--- src/rtl/masked_add_pkg.sv ---
package masked_add_pkg;
  localparam int SHARES = 3;

  typedef struct packed {
    logic clearCarry;
    logic loadCarry;
  } addStrobes_t;
endpackage

--- src/rtl/masked_add_ctrl.sv ---
module masked_add_ctrl
  import masked_add_pkg::*;
(
  input  logic        wordStart,
  input  logic        bitValid,
  output addStrobes_t strobes
);
  // a start flag only counts on a valid bit
  always_comb begin
    strobes.loadCarry  = bitValid;
    strobes.clearCarry = bitValid & wordStart;
  end
endmodule

--- src/rtl/carry_share_fn.sv ---
module carry_share_fn (
  input  logic aP,
  input  logic aQ,
  input  logic bP,
  input  logic bQ,
  input  logic cP,
  input  logic cQ,
  output logic cOut
);
  // reads two share indices only; the third is never seen here
  always_comb begin
    cOut = (aP & bP) ^ (aP & bQ) ^ (aQ & bP)
         ^ (aP & cP) ^ (aP & cQ) ^ (aQ & cP)
         ^ (bP & cP) ^ (bP & cQ) ^ (bQ & cP);
  end
endmodule

--- src/rtl/masked_add_dp.sv ---
module masked_add_dp
  import masked_add_pkg::*;
(
  input  logic              clk,
  input  logic              rstN,
  input  addStrobes_t       strobes,
  input  logic [SHARES-1:0] aSh,
  input  logic [SHARES-1:0] bSh,
  output logic [SHARES-1:0] sumSh,
  output logic [SHARES-1:0] carryQ
);
  logic [SHARES-1:0] carryIn;
  logic [SHARES-1:0] carryNext;

  assign carryIn = strobes.clearCarry ? '0 : carryQ;

  for (genvar j = 0; j < SHARES; j++) begin : g_share
    localparam int P = (j + 1) % SHARES;
    localparam int Q = (j + 2) % SHARES;

    assign sumSh[j] = aSh[j] ^ bSh[j] ^ carryIn[j];

    carry_share_fn u_carry (
      .aP  (aSh[P]),
      .aQ  (aSh[Q]),
      .bP  (bSh[P]),
      .bQ  (bSh[Q]),
      .cP  (carryIn[P]),
      .cQ  (carryIn[Q]),
      .cOut(carryNext[j])
    );
  end

  always_ff @(posedge clk or negedge rstN) begin
    if (!rstN) begin
      carryQ <= '0;
    end else if (strobes.loadCarry) begin
      carryQ <= carryNext;
    end
  end
endmodule

--- src/rtl/masked_serial_adder.sv ---
module masked_serial_adder
  import masked_add_pkg::*;
(
  input  logic       clk,
  input  logic       rstN,
  input  logic       wordStart,
  input  logic       bitValid,
  input  logic [2:0] aSh,
  input  logic [2:0] bSh,
  output logic [2:0] sumSh
);
  addStrobes_t       strobes;
  logic [SHARES-1:0] carryQ;

  masked_add_ctrl u_ctrl (
    .wordStart(wordStart),
    .bitValid (bitValid),
    .strobes  (strobes)
  );

  masked_add_dp u_dp (
    .clk    (clk),
    .rstN   (rstN),
    .strobes(strobes),
    .aSh    (aSh),
    .bSh    (bSh),
    .sumSh  (sumSh),
    .carryQ (carryQ)
  );
endmodule

--- config.mk ---
export PLATFORM = sky130hd
export DESIGN_NAME = masked_serial_adder
export DESIGN_NICKNAME = d
export VERILOG_FILES = /design/src/rtl/masked_add_pkg.sv /design/src/rtl/masked_add_ctrl.sv /design/src/rtl/carry_share_fn.sv /design/src/rtl/masked_add_dp.sv /design/src/rtl/masked_serial_adder.sv
export SDC_FILE = /design/constraint.sdc
export NUM_CORES = 1
export LEC_CHECK = 0
export BUFFER_PORTS_ARGS = -buffer_cell sky130_fd_sc_hd__buf_2
export CAP_MARGIN = 20
export CORE_AREA = 3 3 40 42
export CTS_CLUSTER_DIAMETER = 40
export DETAILED_ROUTE_END_ITERATION = 6
export DIE_AREA = 0 0 43 45
export GPL_TIMING_DRIVEN = 0
export PLACE_DENSITY = 0.63
export SLEW_MARGIN = 30
export SYNTH_ARGS = -nofsm -noshare
export SYNTH_HDL_FRONTEND = slang
export SYNTH_HIERARCHICAL = 1
export SYNTH_SLANG_ARGS = --single-unit
--- constraint.sdc ---
create_clock -name clk -period 2.99 [get_ports clk]
set_input_delay 0.598 -clock clk [delete_from_list [all_inputs] [get_ports clk]]
set_output_delay 0.598 -clock clk [all_outputs]
set_load 0.05 [all_outputs]
==> results.tsv, run 1 <==
metric	value	unit
synth_edf_count	0	
seq_area_frac_synth	17.3	%
largest_register_ffs	3	
critPathArrivalTime	1610	ps
drv_cap	0	
clock_skew	1.72	ps
reg2reg_slack	1450	ps
r2r_start	u_dp/carryQ[1]	
finalMaxSlewViolations	0	
ctsHoldBuffers	0	
drtPass1Iterations	4	
wl_per_cell	10.3	um
globalplace.congestion	0.709	
vias_per_cell	4.86	
grt_max_degree	9	
tns	0	ps
synth_area_leaders	xnor2_1, dfrtp_1, mux2_2, nor2b_2, xor2_1	
final-setup-viol-count	0	
grt_pass1_wl	1470	um
grt_usage	9.83	%
synth_cell_types	15	
worstHoldPathType	input pin to async pin	
clkTransAtPathRegs	40	ps
worst_r2r_endpoint	u_dp/carryQ[2]	
n_antenna_cell	0	
leakage	0.000232	uW
status	complete, no violations	
critPathSlowestCell	nor2b_2	
critPathLaunchType	input pin	
die_h	45	um
path_cells	buf_2, and2_1, nor2b_2, xnor2_1, buf_2	
cp_common_cell	buf_2	
synth_top_cells_by_count	xnor2_1, inv_1, nand2_1	
clock-sinks	3	
area_growth	24.2	%
avgSynthCellArea	7.75	um2
initial_utilization	33.8	%
dieWidth	43	um
fin_crit	2210	ps
antenna_found_initial	0	
num_vias	423	
slowest_delay	290	ps
dieArea	1940	um2
crit_required	2390	ps
grt_pass1_vias	359	
ys_warn_count	6	
drive_gt1_share	30.6	%
io_pins	13	
cts_resized	0	
final_hold_viol_count	0	
crit_family	simple AND/OR/NAND/NOR gates	
criticalPathCategory	input pin to primary output	
yosysMostFrequentCell	xnor2_1	
finalCritPeriodShare	74.0	%
async_reset_ff_share	100	%
first_iter_violations	7	
drt_wl_total	897	um
fin_ws	778	ps
std_cell_rows	13	
overflow	0	
cts_tree	done	
path_buf_inv	2	
postCtsSetupRepairBufs	0	
netlist_area	434	um2
nets	83	
max_slew_margin	79.4	%
fillerInstances	148	
rsz0062_at_grt	false	
core	1280	um2
tightest_slew	308	ps
route.detailed.drc	0	
clkLatencyLatePin	230	ps
synth_cells	56	
power_density	826	nW/um2
hpwl	717	um
port_buffers	12	
regMostFlops	u_dp/carryQ	
cts_root_buffer	clkbuf_4	
synth_nets	66	
synth_top_area_share	24.2	%
top_regs	u_dp/carryQ (3)	
crit_fanout	6	
synth-main-ff-cell	dfrtp_1	
fmax	0.452	GHz
cp-end-kind	primary output	
cts_inserted_buffers	3	
synth-seq-cells	3	
r2r_cells	6	
ant_nets	0	
cts_buffer_depth	2	
htreeDepth	1	
synth.largest_area_cell	xnor2_1	
vdd_drop_max	0.278	mV
pre_cts_slack	769	ps
## area by class of cell
type                       count  area, um2  area share (%)
buffer                         1       7.51            1.39
clock buffer                   4       26.3            4.87
multi-input combinational     46        329            61.0
tap                           15       18.8            3.48
inverter                       6       22.5            4.18
sequential                     3       75.1            13.9
timing repair buffer          12       60.1            11.1
## stage by stage
step,cells,total power (uW),hold slack (ps),instance area [um2],utilization (%)
4_1_cts,87,454,147,539,42.0
3_5_place_dp,83,379,396,513,39.9
5_1_grt,87,482,146,539,42.0
6_report,87,445,153,539,42.0
3_3_place_gp,83,374,396,513,39.9
2_1_floorplan,56,317,302,434,-
## how the worst max path moves through the flow
| stage | endpoint | cells after the start | startpoint | slack, ps |
|---|---|---|---|---|
| 6_report | sumSh[0] | 5 | bitValid | 780 |
| 2_1_floorplan | sumSh[0] | 3 | bitValid | 670 |
| 5_1_grt | sumSh[1] | 5 | bitValid | 690 |
| 3_3_place_gp | sumSh[2] | 5 | bitValid | 780 |
| 4_1_cts | sumSh[0] | 5 | bitValid | 770 |
| 3_5_place_dp | sumSh[0] | 5 | bitValid | 770 |
## layout by cell type (no fill, tap or decap)
cell,n
a21oi_1,3
mux2_2,3
clkbuf_4,3
a22oi_1,3
nor3_1,3
nand2_1,6
inv_1,6
xnor2_1,12
xor2_1,3
clkbuf_1,1
buf_4,1
o22ai_1,3
dfrtp_1,3
nand3_1,3
and2_1,1
nor2b_2,3
buf_2,12
a211oi_1,3
## report_power, final
group          switching [uW]  internal (uW)
sequential               8.26           61.3
combinational             187            119
clock                    20.5           50.0
## routing by layer
metal	GRT usage, %	vias to the layer above	routed length (um)
met4	1.81	0	0
met2	16.8	12	399
met3	3.59	0	65
met1	12.1	188	431
li1	-	223	-
met5	0	-	0
## cells by family (layout without fill, tap and decap cells)
kind of cell    count (synthesis)  count (layout)  synth area share (%)
buf+inv                         7              23                  6.92
compound gates                 12              12                  18.2
flops                           3               3                  17.3
simple gates                   16              16                  19.6
mux                             3               3                  7.78
xor+xnor                       15              15                  30.3
No activity file was read; power rests on OpenSTA's default activity.
==> run 2, diff against run 1 <==
==> constraint.sdc (replaced) <==
create_clock -name clk -period 2.1 [get_ports clk]
set_input_delay 0.42 -clock clk [delete_from_list [all_inputs] [get_ports clk]]
set_output_delay 0.42 -clock clk [all_outputs]
set_load 0.05 [all_outputs]
==> results.tsv, run 2 (synthesis gave the netlist of run 1 again) <==
metric	value	unit	change
grt_usage	9.75	%	was 9.83%
cts_inserted_buffers	3		unchanged
post-route-util	42.7	%	was 42.0%
cp-end-kind	primary output		unchanged
top_regs	u_dp/carryQ (3)		unchanged
final-setup-viol-count	0		unchanged
largest_register_ffs	3		unchanged
criticalPathCategory	input pin to primary output		unchanged
tns	0	ps	unchanged
crit_fanout	6		unchanged
first_iter_violations	7		unchanged
regMostFlops	u_dp/carryQ		unchanged
cts_root_buffer	clkbuf_4		unchanged
drtPass1Iterations	4		unchanged
status	complete, no violations		unchanged
min_from	u_dp/carryQ[2]		
cts_buffer_depth	2		unchanged
finalMaxSlewViolations	0		unchanged
num_vias	425		was 423
multi_input_area	329	um2	unchanged
cts_tree	done		unchanged
final_hold_viol_count	0		unchanged
power_density	1160	nW/um2	was 826 nW/um2
critPathArrivalTime	1440	ps	was 1610 ps
cp_common_cell	buf_2		unchanged
path_cells	buf_2, and2_1, nor2b_2, xnor2_1, buf_2		unchanged
nets	84		was 83
grt_pass1_vias	358		was 359
initial_utilization	33.8	%	unchanged
overflow	0		unchanged
vias_per_cell	4.83		was 4.86
dieWidth	43	um	unchanged
critPathLaunchType	input pin		unchanged
critPathSlowestCell	nor2b_2		unchanged
drive_gt1_share	30.1	%	was 30.6%
drv_cap	0		unchanged
die_h	45	um	unchanged
crit_family	simple AND/OR/NAND/NOR gates		unchanged
slowest_delay	290	ps	about the same
fmax	0.539	GHz	
grt_pass1_wl	1460	um	was 1470 um
crit_required	1680	ps	was 2390 ps
cts_resized	0		unchanged
clkTransAtPathRegs	40	ps	about the same
design_area	549	um2	was 539 um2
placed_cell_area	513	um2	unchanged
n_antenna_cell	0		unchanged
antenna_found_initial	0		unchanged
fillerInstances	146		was 148
finalCritPeriodShare	88.4	%	
clock-sinks	3		unchanged
route.detailed.drc	0		unchanged
drt_wl_total	899	um	was 897 um
r2r_start	u_dp/carryQ[1]		unchanged
cp-startpoint	bitValid		unchanged
tightest_slew	308	ps	unchanged
grt_max_degree	9		unchanged
max_slew_margin	79.4	%	unchanged
io_pins	13		unchanged
wl_per_cell	10.2	um	was 10.3 um
hpwl	717	um	unchanged
dieArea	1940	um2	unchanged
vdd_drop_max	0.395	mV	was 0.278 mV
htreeDepth	1		unchanged
ant_nets	0		unchanged
area_growth	26.5	%	was 24.2%
regArea	75.1	um2	unchanged
globalplace.congestion	0.709		unchanged
core	1280	um2	unchanged
clkLatencyLatePin	230	ps	about the same
leakage	0.000236	uW	was 0.000232 uW
rsz0062_at_grt	false		unchanged
worstHoldPathType	flip-flop to flip-flop		was input pin to async pin
path_buf_inv	2		unchanged
port_buffers	12		unchanged
std_cell_rows	13		unchanged
clock_skew	1.72	ps	unchanged
fin_crit	1860	ps	
most-common-layout-cells	buf_2, xnor2_1, inv_1, nand2_1		unchanged
run 2: through the flow:
| stage | hold WS (ps) | std cells | setup WS [ps] | power (uW) |
|---|---|---|---|---|
| 2_1_floorplan | 124 | 56 | 134 | 451 |
| 3_3_place_gp | 218 | 83 | 196 | 532 |
| 3_5_place_dp | 218 | 83 | 171 | 540 |
| 4_1_cts | 499 | 88 | 233 | 648 |
| 5_1_grt | 504 | 88 | 155 | 688 |
| 6_report | 494 | 88 | 244 | 635 |
run 2: layout make-up:
class                      instances  area share, %
buffer                             1           1.37
clock buffer                       4           4.78
inverter                           6           4.10
multi-input combinational         46           59.9
sequential                         3           13.7
tap                               15           3.42
timing repair buffer              13           12.8
run 2: report_power, final:
part | internal (uW) | switching [uW]
clock network | 71.2 | 29.1
registers | 87.3 | 11.8
logic | 170 | 266
total | 329 | 307
run 2: path summary, 6_finish.rpt:
| path | endpoint | slack [ps] | cells past startpoint |
|---|---|---|---|
| setup / recovery | sumSh[0] | 240 | 5 |
| hold / removal | u_dp/carryQ[2] | 490 | 1 |
| setup reg to reg | u_dp/carryQ[2] | 560 | 6 |
| hold reg to reg | u_dp/carryQ[2] | 490 | 1 |
| max in group asynchronous | u_dp/carryQ[1] | 1490 | 2 |
| min in group asynchronous | u_dp/carryQ[2] | 510 | 2 |
run 2: timing repair:
| action | in CTS | in global routing |
|---|---|---|
| hold buffers | 1 | 0 |
| hold endpoints to repair | 3 | 0 |
| buffers inserted | 0 | 0 |
run 2: routing by layer:
layer | vias to the layer above | track usage [%] | wire, um
met5 | - | 0 | 0
met4 | 0 | 1.81 | 0
met3 | 0 | 3.59 | 65
met2 | 12 | 16.8 | 399
met1 | 188 | 11.8 | 434
li1 | 225 | - | -
